[src/rtl/lcd_timing_gen.sv]
module lcd_timing_gen #(
  parameter int HW   = 10,
  parameter int VW   = 10,
  parameter int DIVW = 8
) (
  input  logic            clk,
  input  logic            rst_n,
  input  logic [HW-1:0]   cfg_hsw,
  input  logic [HW-1:0]   cfg_hbp,
  input  logic [HW-1:0]   cfg_pix,
  input  logic [HW-1:0]   cfg_hfp,
  input  logic [VW-1:0]   cfg_vsw,
  input  logic [VW-1:0]   cfg_vbp,
  input  logic [VW-1:0]   cfg_lin,
  input  logic [VW-1:0]   cfg_vfp,
  input  logic [DIVW-1:0] cfg_div,
  input  logic            cfg_div_sel,
  input  logic            cfg_sync_inv,
  input  logic            video_en,
  input  logic            video_en_f,
  input  logic            irq_global_en,
  input  logic            irq_frame_en,
  input  logic [1:0]      irq_src,
  input  logic            irq_clr,
  output logic            hsync,
  output logic            vsync,
  output logic            de,
  output logic [HW-1:0]   pix_x,
  output logic [VW-1:0]   pix_y,
  output logic            irq_pending,
  output logic            irq
);
  localparam int HCW = HW + 2;
  localparam int VCW = VW + 2;

  logic [DIVW-1:0] div_cnt;
  logic [HCW-1:0]  hcnt;
  logic [VCW-1:0]  vcnt;
  logic            run_f;
  logic            pend;

  logic [HCW-1:0] h_bp0, h_act0, h_fp0, h_last;
  logic [VCW-1:0] v_bp0, v_act0, v_fp0, v_last, v_next, v_evt;

  assign h_bp0  = HCW'(cfg_hsw) + HCW'(1);
  assign h_act0 = h_bp0 + HCW'(cfg_hbp) + HCW'(1);
  assign h_fp0  = h_act0 + HCW'(cfg_pix) + HCW'(1);
  assign h_last = h_fp0 + HCW'(cfg_hfp);

  assign v_bp0  = VCW'(cfg_vsw) + VCW'(1);
  assign v_act0 = v_bp0 + VCW'(cfg_vbp) + VCW'(1);
  assign v_fp0  = v_act0 + VCW'(cfg_lin) + VCW'(1);
  assign v_last = v_fp0 + VCW'(cfg_vfp);

  wire run  = video_en & run_f;
  wire tick = run & (~cfg_div_sel | (div_cnt == cfg_div));
  wire eol  = tick & (hcnt == h_last);
  wire eof  = eol & (vcnt == v_last);

  assign v_next = (vcnt == v_last) ? '0 : vcnt + VCW'(1);

  always_comb begin
    case (irq_src)
      2'd0:    v_evt = '0;
      2'd1:    v_evt = v_bp0;
      2'd2:    v_evt = v_act0;
      default: v_evt = v_fp0;
    endcase
  end

  wire evt = eol & (v_next == v_evt) & irq_global_en & irq_frame_en;

  always_ff @(posedge clk or negedge rst_n) begin
    if (!rst_n) begin
      div_cnt <= '0;
      hcnt    <= '0;
      vcnt    <= '0;
      run_f   <= 1'b0;
      pend    <= 1'b0;
    end else begin
      if (!run) begin
        div_cnt <= '0;
        hcnt    <= '0;
        vcnt    <= '0;
      end else begin
        div_cnt <= tick ? '0 : div_cnt + DIVW'(1);
        if (tick) hcnt <= eol ? '0 : hcnt + HCW'(1);
        if (eol)  vcnt <= v_next;
      end
      if (!run || eof) run_f <= video_en_f;
      pend <= evt | (pend & ~irq_clr);
    end
  end

  wire h_act = (hcnt >= h_act0) && (hcnt < h_fp0);
  wire v_act = (vcnt >= v_act0) && (vcnt < v_fp0);

  assign hsync       = (run & (hcnt < h_bp0)) ^ cfg_sync_inv;
  assign vsync       = (run & (vcnt < v_bp0)) ^ cfg_sync_inv;
  assign de          = run & h_act & v_act;
  assign pix_x       = de ? HW'(hcnt - h_act0) : '0;
  assign pix_y       = de ? VW'(vcnt - v_act0) : '0;
  assign irq_pending = pend;
  assign irq         = pend & irq_global_en & irq_frame_en;
endmodule

[config.mk]
export PLATFORM = sky130hd
export DESIGN_NAME = lcd_timing_gen
export DESIGN_NICKNAME = d
export VERILOG_FILES = /design/src/rtl/lcd_timing_gen.sv
export SDC_FILE = /design/constraint.sdc
export NUM_CORES = 1
export LEC_CHECK = 0
export BUFFER_PORTS_ARGS = -buffer_cell sky130_fd_sc_hd__buf_4
export CORE_MARGIN = 2
export CORE_UTILIZATION = 60
export DETAILED_ROUTE_END_ITERATION = 10
export GPL_ROUTABILITY_DRIVEN = 0
export PLACE_DENSITY = 0.94
export SYNTH_ARGS = -nofsm -noshare
export SYNTH_HDL_FRONTEND = slang
export SYNTH_SLANG_ARGS = --single-unit
[constraint.sdc]
create_clock -name clk -period 12.8 [get_ports clk]
set_input_delay 1.92 -clock clk [delete_from_list [all_inputs] [get_ports clk]]
set_output_delay 1.92 -clock clk [all_outputs]
set_load 0.1 [all_outputs]
Yosys cells after proc, flatten, opt, wreduce, memory -nomap -nowiden
Cells that the tools add are included.

cells by class
  reduce and logical (&&, ||, !) cells = 5
  magnitude comparators = 6
  mux-type cells = 11
  multipliers = 0
  div/mod/pow operators = 0
  shifts and indexed selects = 0
  $add $sub $neg = 17
  bitwise operators = 20
  equality and inequality tests = 8

operators by type and width
  kind                                                              number
  12-bit by 1-bit adder with 12-bit output (second input constant)  6
  12-bit 2-to-1 mux                                                 6
  12-bit by 10-bit adder with 12-bit output                         4
  12-bit == test                                                    3
  12-bit one-hot mux with 3 select lines                            1
  11-bit by 10-bit adder with 12-bit output                         2
  12-bit >= comparator                                              2
  12-bit by 11-bit less-than comparator with 1-bit output           2
  12-bit less-than comparator                                       2
  10-bit by 1-bit adder with 11-bit output (second input constant)  2
  10-bit 2-to-1 mux                                                 2
  10-bit subtractor                                                 2
  8-bit 2-to-1 mux                                                  2
  1-bit bitwise AND                                                 14
  8-bit by 1-bit adder with 8-bit output (second input constant)    1
  8-bit == test                                                     1
  2-bit by 1-bit != test with 1-bit output (second input constant)  2
  2-bit by 1-bit == test with 1-bit output (second input constant)  1
  2-bit == test (second input constant)                             1
  1-bit logical AND                                                 2
  2-bit logical NOT                                                 1
  1-bit inverter                                                    2
  1-bit OR                                                          2
  1-bit XOR                                                         2
  2 further kinds                                                   2

word-level totals
  logic and storage cells = 72
  memories = 0
  register bits = 34
  input port bits = 99
  memory bits (read-only) = 0
  memory bits (writable) = 0
  latch bits = 0

Logic depth before layout (Yosys ltp)
Gate-level depths: netlist (run 1).

  word-level depth = 13
  mapped depth = 29
  depth with buffers taken out = 27

Worst setup path before layout (run 1)
Ideal clock, no wire load.

  path kind = input -> output
  start point = in cfg_vsw[0]
  end point = out pix_x[2]
  setup slack = 2.160 ns
  data required time = 10.880 ns
  arrival = 8.720 ns
  stages on the path = 24
  cells stage by stage = ha_1 > nand3_1 > xor2_1 > inv_1 > ha_1 > and2_1 > a221oi_1 > nand2_1 > xnor2_1 > inv_1 > ha_1 > or4_1 > o21ai_1 > o211ai_1 > nor2_1 > nor2_1 > xnor2_1 > ha_1 > a22o_1 > nor4_1 > o21ai_0 > nor4_1 > clkbuf_1 > nor3b_1

on the way
  word-level cells in the longest chain between the ends = 9

RTL lines
  item                                           line  RTL
  start: declaration                             12    input logic [VW-1:0] cfg_vsw,
  10-bit by 1-bit adder with 11-bit output (*)   50    assign v_bp0 = VCW'(cfg_vsw) + VCW'(1);
  11-bit by 10-bit adder with 12-bit output (*)  51    assign v_act0 = v_bp0 + VCW'(cfg_vbp) + VCW'(1);
  12-bit by 1-bit adder with 12-bit output (*)   51
  12-bit by 10-bit adder with 12-bit output      52    assign v_fp0 = v_act0 + VCW'(cfg_lin) + VCW'(1);
  12-bit by 1-bit adder with 12-bit output       52
  12-bit less-than comparator                    96    wire v_act = (vcnt >= v_act0) && (vcnt < v_fp0);
  1-bit logical AND (*)                          96
  1-bit bitwise AND (*)                          100   assign de = run & h_act & v_act;
  10-bit 2-to-1 mux (*)                          101   assign pix_x = de ? HW'(hcnt - h_act0) : '0;
  end: declaration                               28    output logic [HW-1:0] pix_x,

Every way passes the cells marked *; elsewhere a longest branch is shown, timed or not.

Worst setup path after layout (run 1)
  start point = in cfg_vsw[0]
  end point = out pix_y[3]

on the way
  word-level cells in the longest chain between the ends = 9

RTL lines
  item                                           line  RTL
  10-bit by 1-bit adder with 11-bit output (*)   50
  11-bit by 10-bit adder with 12-bit output (*)  51
  12-bit by 1-bit adder with 12-bit output (*)   51
  12-bit by 10-bit adder with 12-bit output      52
  12-bit by 1-bit adder with 12-bit output       52
  12-bit less-than comparator                    96
  1-bit logical AND                              96
  1-bit bitwise AND                              100
  10-bit 2-to-1 mux (*)                          102   assign pix_y = de ? VW'(vcnt - v_act0) : '0;
  end: declaration                               29    output logic [VW-1:0] pix_y,

Marked as above.

==> flow_metrics.env, run 1 <==
export IMPL_hold_buffers=0
export IMPL_tritoncts="done"
export IMPL_setup_viol=0
export IMPL_netlist_area_sq_um=7876
export IMPL_drt_iter0_markers=739
export IMPL_cts_repair_resized=0
export IMPL_fin_crit_sh=0.7655
export IMPL_syn_num_nets=1267
export IMPL_fin_ws_ns=3.002
export IMPL_multi_input_area_sq_um=6560
export IMPL_totalWireLength_mm=21.03
export IMPL_clockBufferDepth=2
export IMPL_synth_edff_count=0
export IMPL_postCtsSetupBuffers=0
export IMPL_dr_pass1_iters=5
export IMPL_final_util=0.7163
export IMPL_path_max_fanout=21
export IMPL_slowest_stage="or4_1"
export IMPL_drc=0
export IMPL_clkSinkCount=34
export IMPL_drv_slew=0
export IMPL_tns_ns=0
export IMPL_p_sw_mw=0.4434
export IMPL_hpwlAfterDp_mm=17.42
export IMPL_synth_main_ff_cell="dfrtp_1"
export IMPL_core_sq_um=12720
export IMPL_drive_above_1_share=0.1368
export IMPL_seq_area_frac_synth=0.1080
export IMPL_pre_cts_slack_ns=3.168
export IMPL_antenna_found_initial=0
export IMPL_antenna_cells=0
export IMPL_hp_class="flip-flop to flip-flop"
export IMPL_clkPwrFrac=0.143
export IMPL_grt_start_max_net_pins=35
export IMPL_die_w_um=118.6
export IMPL_area_delta_synth_final_pct=15.70
export IMPL_port_buffers=123
export IMPL_rsz0062_at_grt="false"
export IMPL_swShare=0.4610
export IMPL_yosys_register_bits=34
export IMPL_start_util=0.6191
export IMPL_num_rows=41
export IMPL_worstMarginPinSlew_ns=1.088
export IMPL_fmax_mhz=102.1
export IMPL_vias=8078
export IMPL_powerDensity_nw_per_um2=105.6
export IMPL_p_seq_frac=0.114
export IMPL_cpMostUsedCell="ha_1"
export IMPL_syn_avg_cell_area_sq_um=7.654
export IMPL_timing_setup_critical_path_class="input pin to output port"
export IMPL_synth_cell_types=80
export IMPL_p_leak_nw=4.533
export IMPL_drv_cap=0
export IMPL_finalClockSkew_ns=0.006353
export IMPL_hold_violations=0
export IMPL_power_mw=0.9619
export IMPL_track_usage=0.2957
export IMPL_pwr_share_comb=0.743
export IMPL_die_y_um=118.6
export IMPL_arrival_ns=7.88
export IMPL_final_antenna_net_count=0
export IMPL_insertion_delay_ns=0.27
export IMPL_pin_count=124
export IMPL_die_area_sq_um=14060
export IMPL_fill_cells=975
export IMPL_htreeDepth=2
export IMPL_period_needed_ns=9.798
export IMPL_crit_path_end_kind="output port"
export IMPL_path_clk_slew_ns=0.05
export IMPL_wl_per_cell_um=16.03
export IMPL_nets=1378
export IMPL_ir_drop_v=0.00006015
export IMPL_grt_pass1_vias=7590
export IMPL_grt_ovfl_total=0
export IMPL_max_slew_margin_rel=0.2747
export IMPL_cts_root_buffer="clkbuf_16"
export IMPL_cp_data_required_time_ns=10.88
export IMPL_ys_warn_count=0
export IMPL_cpPeakStageDelay_ns=0.56
export IMPL_grt_pass1_wl_mm=35.38
export IMPL_status="finished, final reports clean"
export IMPL_synthArstFlopShare=1.000
export IMPL_critPathLaunchType="input pin"
export IMPL_synthCells=1029
export IMPL_vias_per_cell=6.157
export IMPL_regArea_sq_um=850.8
export IMPL_internal_power_mw=0.5185
export IMPL_cts_buffers=5
==> synthesized netlist by cell type (all sizes together), types with 4 or more instances <==
cell type  instances  area (sq um)
ha               131          1639
inv              101         379.1
nor2              79         296.5
a21oi             73         369.1
xnor2             69         604.3
nand2             59         221.5
xor2              57         499.2
o21a              51         390.4
o21ai             47         235.2
nand3             40         205.2
dfrtp             34         850.8
nor2b             22         137.6
nor3              21         105.1
a21o              19         142.6
and2              18         112.6
and3              17         106.4
or3               16         100.1
clkbuf            12         45.04
nand4             11         75.07
a211oi             9         72.57
buf                9         58.80
nand2b             9         56.30
nand3b             9         67.56
fa                 8         160.2
nor4               8         50.05
a31oi              7         43.79
mux2i              7         70.07
o211ai             6         50.05
o21bai             5         37.54
o22ai              5         37.53
or2                5         31.28
nor3b              4         30.03
o2111ai            4         35.03
or4                4         30.03
==> cell type report <==
| class | count | share of cell area |
|---|---|---|
| Clock buffer | 6 | 0.01524 |
| Clock inverter | 1 | 0.003295 |
| Inverter | 101 | 0.04160 |
| Multi-Input combinational cell | 873 | 0.7199 |
| Sequential cell | 34 | 0.09337 |
| Tap cell | 172 | 0.02362 |
| Timing Repair Buffer | 125 | 0.1030 |
==> worst max-delay path: cells and delay by family <==
kind | cells | cell delay, ns
xor gates and xnor gates | 3 | 0.71
buffers and inverters | 5 | 0.97
AOI/OAI and AO/OA | 5 | 1.09
and+or+nand+nor | 9 | 2.02
adders and majority gates | 4 | 1.16
==> flip-flops by register name, summed over array words and instances (netlist names) <==
register	count
run_f	1
vcnt	12
irq_pending	1
div_cnt	8
hcnt	12
==> placed cells by master, fill, tap and decap left out, types with 4 or more instances in the layout <==
cell / count
a211oi_1: 8
a21o_1: 19
a21oi_1: 72
a31oi_1: 7
and2_1: 18
and3_1: 17
buf_4: 125
clkbuf_16: 5
dfrtp_1: 34
fa_1: 8
ha_1: 131
inv_1: 100
mux2i_1: 7
nand2_1: 59
nand2b_1: 9
nand3_1: 39
nand3b_1: 9
nand4_1: 10
nor2_1: 79
nor2b_1: 22
nor3_1: 21
nor3b_1: 4
nor4_1: 7
o2111ai_1: 4
o211ai_1: 5
o21a_1: 50
o21ai_0: 42
o21ai_1: 5
o21bai_1: 5
o22ai_1: 4
or2_2: 4
or3_1: 16
or4_1: 4
xnor2_1: 69
xor2_1: 57
==> final timing paths <==
| kind | from | endpoint | slack, ns | depth (start not counted) |
|---|---|---|---|---|
| min in group asynchronous | rst_n | div_cnt[4] | 1.59 | 1 |
| worst min register to register | div_cnt[0] | div_cnt[0] | 0.54 | 1 |
| worst max register to register | vcnt[2] | irq_pending | 9.20 | 11 |
| worst min-delay path | div_cnt[0] | div_cnt[0] | 0.54 | 1 |
| max in group asynchronous | rst_n | vcnt[0] | 10.90 | 1 |
| worst max-delay path | cfg_vsw[0] | pix_y[3] | 3.00 | 26 |
==> through the flow <==
stage / instance area, sq um / instances / hold WS (ns)
global placement: 8944 / 1305 / 0.5242
CTS: 9112 / 1312 / 0.5361
floorplan: 7876 / 1029 / 0.4843
detailed placement: 8944 / 1305 / 0.5269
finish: 9112 / 1312 / 0.5395
global route: 9112 / 1312 / 0.5587
==> kinds of logic (layout without fill, tap and decap cells) <==
kind of cell               count (synthesis)  in the layout  share of synthesized area
xor gates and xnor gates                 127            127                     0.1430
DFF                                       34             34                     0.1080
and+or+nand+nor                          334            334                     0.2203
buffers and inverters                    122            233                    0.06132
adders and majority gates                139            139                     0.2284
AOI/OAI and AO/OA                        265            265                     0.2286
muxes                                      8              8                    0.01033
==> power groups by stage <==
stage	sequential [mW]	combinational [mW]	clock, mW
detailed placement	0.112	0.696	0
global route	0.110	0.794	0.144
finish	0.110	0.715	0.137
floorplan	0.111	0.548	0
global placement	0.112	0.672	0
CTS	0.110	0.701	0.139
==> layer usage <==
| metal | share of wire | GRT usage |
|---|---|---|
| met4 | 0.019 | 0.05506 |
| met3 | 0.069 | 0.02896 |
| met5 | 0 | 0 |
| met2 | 0.47 | 0.5011 |
| met1 | 0.44 | 0.4101 |
Note: power is estimated with default switching activity, not from simulation.
==> inputs of run 2 (changes only) <==
CORE_UTILIZATION = 54   (was 60)
PLACE_DENSITY = 0.9   (was 0.94)
clock period = 8 ns   (was 12.8 ns; I/O delays follow)
==> flow_metrics.env, run 2 (synthesis gave the netlist of run 1 again) <==
export IMPL_drv_slew=0
export IMPL_grt_pass1_vias=7666
export IMPL_final_cell_mix="128 x buf_4, 127 x ha_1, 100 x inv_1"
export IMPL_cts_buffers=5
export IMPL_status="finished, final reports clean"
export IMPL_hp_class="flip-flop to flip-flop"
export IMPL_antenna_found_initial=0
export IMPL_die_w_um=124.8
export IMPL_placedCellCount=1321
export IMPL_fmax_mhz=127.8
export IMPL_drt_iter0_markers=794
export IMPL_pin_count=124
export IMPL_insertion_delay_ns=0.27
export IMPL_die_area_sq_um=15570
export IMPL_drv_cap=0
export IMPL_port_buffers=123
export IMPL_hold_violations=0
export IMPL_period_needed_ns=7.824
export IMPL_ir_drop_v=0.0001149
export IMPL_clockBufferDepth=2
export IMPL_powerDensity_nw_per_um2=167.4
export IMPL_crit_path_end_kind="output port"
export IMPL_grt_pass1_wl_mm=35.77
export IMPL_cts_root_buffer="clkbuf_16"
export IMPL_tritoncts="done"
export IMPL_clkPwrFrac=0.138
export IMPL_arrival_ns=6.62
export IMPL_reg_top3="hcnt (12), vcnt (12), div_cnt (8)"
export IMPL_p_sw_mw=0.7268
export IMPL_setup_viol=0
export IMPL_wl_per_cell_um=16.26
export IMPL_antenna_cells=0
export IMPL_cp_data_required_time_ns=6.80
export IMPL_finalClockSkew_ns=0.004951
export IMPL_area_delta_synth_final_pct=19.56
export IMPL_dr_pass1_iters=5
export IMPL_clkSinkCount=34
export IMPL_grt_start_max_net_pins=35
export IMPL_core_sq_um=14370
export IMPL_max_slew_margin_rel=0.4913
export IMPL_pre_cts_slack_ns=-0.02765
export IMPL_fin_crit_sh=0.9781
export IMPL_internal_power_mw=0.8493
export IMPL_vias=8047
export IMPL_track_usage=0.2684
export IMPL_swShare=0.4611
export IMPL_fin_ws_ns=0.1756
export IMPL_htreeDepth=2
export IMPL_final_common_cell="buf_4"
export IMPL_num_rows=44
export IMPL_instances_no_fill=1335
export IMPL_final_antenna_net_count=0
export IMPL_drive_above_1_share=0.1755
export IMPL_timing_setup_critical_path_class="input pin to output port"
export IMPL_path_max_fanout=11
export IMPL_vias_per_cell=6.028
export IMPL_die_y_um=124.8
export IMPL_totalWireLength_mm=21.71
export IMPL_worstMarginPinSlew_ns=0.7612
export IMPL_hpwlAfterDp_mm=17.46
export IMPL_p_leak_nw=4.628
export IMPL_p_seq_frac=0.112
export IMPL_grt_ovfl_total=0
export IMPL_pwr_share_comb=0.750
export IMPL_nets=1389
export IMPL_critPathLaunchType="input pin"
export IMPL_path_clk_slew_ns=0.05
export IMPL_start_util=0.5482
export IMPL_drc=0
run 2: changes by cell type in the layout (fill, tap and decap cells not counted), sizes merged:
| cell | previous run | this run |
|---|---|---|
| buf | 125 | 135 |
| clkbuf | 6 | 7 |
run 2: repair_timing:
| item | 4_1_cts | 5_1_grt |
|---|---|---|
| pin swaps | 0 | 8 |
| hold buffers | 0 | 0 |
| cloned | 0 | 1 |
| buffers inserted | 0 | 6 |
| setup endpoints to repair | 12 | 21 |
| gates resized for setup | 6 | 29 |
run 2: power groups by stage:
stage	registers, mW	clock network [mW]	logic, mW
2_1_floorplan	0.177	0	0.880
3_3_place_gp	0.179	0	1.08
3_5_place_dp	0.179	0	1.12
4_1_cts	0.176	0.222	1.13
5_1_grt	0.176	0.229	1.31
6_report	0.176	0.218	1.18
run 2: area by class of cell:
class,count,area [sq um]
clock buffers,6,138.9
clock inverters,1,30.03
fillers,1179,4952
inverters,101,379.1
multi-input cells,873,6733
flip-flops and latches,34,850.8
well taps,184,230.2
repair buffers,136,1055
run 2: per-stage QoR:
stage | total power, mW | util | setup TNS [ns] | hold WS [ns] | instance area, sq um
after floorplan | 1.057 | - | -0.6038 | 0.4843 | 7914
after global placement | 1.261 | 0.6281 | 0 | 0.5279 | 9025
after detailed placement | 1.302 | 0.6281 | -0.08601 | 0.5550 | 9025
after CTS | 1.531 | 0.6414 | 0 | 0.5678 | 9216
after global routing | 1.715 | 0.6553 | -2.231 | 0.5965 | 9417
final | 1.576 | 0.6553 | 0 | 0.5621 | 9417
run 2: path summary, 6_finish.rpt:
| path | slack [ns] | start | endpoint | depth (start not counted) |
|---|---|---|---|---|
| max | 0.18 | cfg_vsw[0] | pix_y[2] | 26 |
| min | 0.56 | div_cnt[0] | div_cnt[0] | 1 |
| max reg2reg | 4.57 | vcnt[2] | irq_pending | 11 |
| min reg2reg | 0.56 | div_cnt[0] | div_cnt[0] | 1 |
| max in group asynchronous | 6.81 | rst_n | div_cnt[6] | 1 |
| min in group asynchronous | 0.87 | rst_n | irq_pending | 1 |
run 2: critical path, cell delays in order:
cell      delay, ns
buf_4          0.13
nand3_2        0.16
nor2_1         0.15
xor2_1         0.22
ha_1           0.32
and2_1         0.19
a221oi_2       0.27
nand2_1        0.15
xnor2_2        0.16
inv_1          0.06
ha_1           0.24
or4_4          0.58
o21ai_4        0.21
o211ai_1       0.16
nor2_2         0.20
nor2_1         0.07
xnor2_1        0.13
ha_1           0.30
a22o_1         0.20
nor4_2         0.17
o21ai_1        0.18
nor4_4         0.38
buf_4          0.17
buf_6          0.15
nor3b_2        0.20
buf_6          0.25
run 2: per-layer routing:
metal,wire (um),GRT usage,part of all wire
met5,0,0,0
met4,408,0.05221,0.019
met3,1300,0.01976,0.060
met2,10390,0.4593,0.48
met1,9609,0.3732,0.44
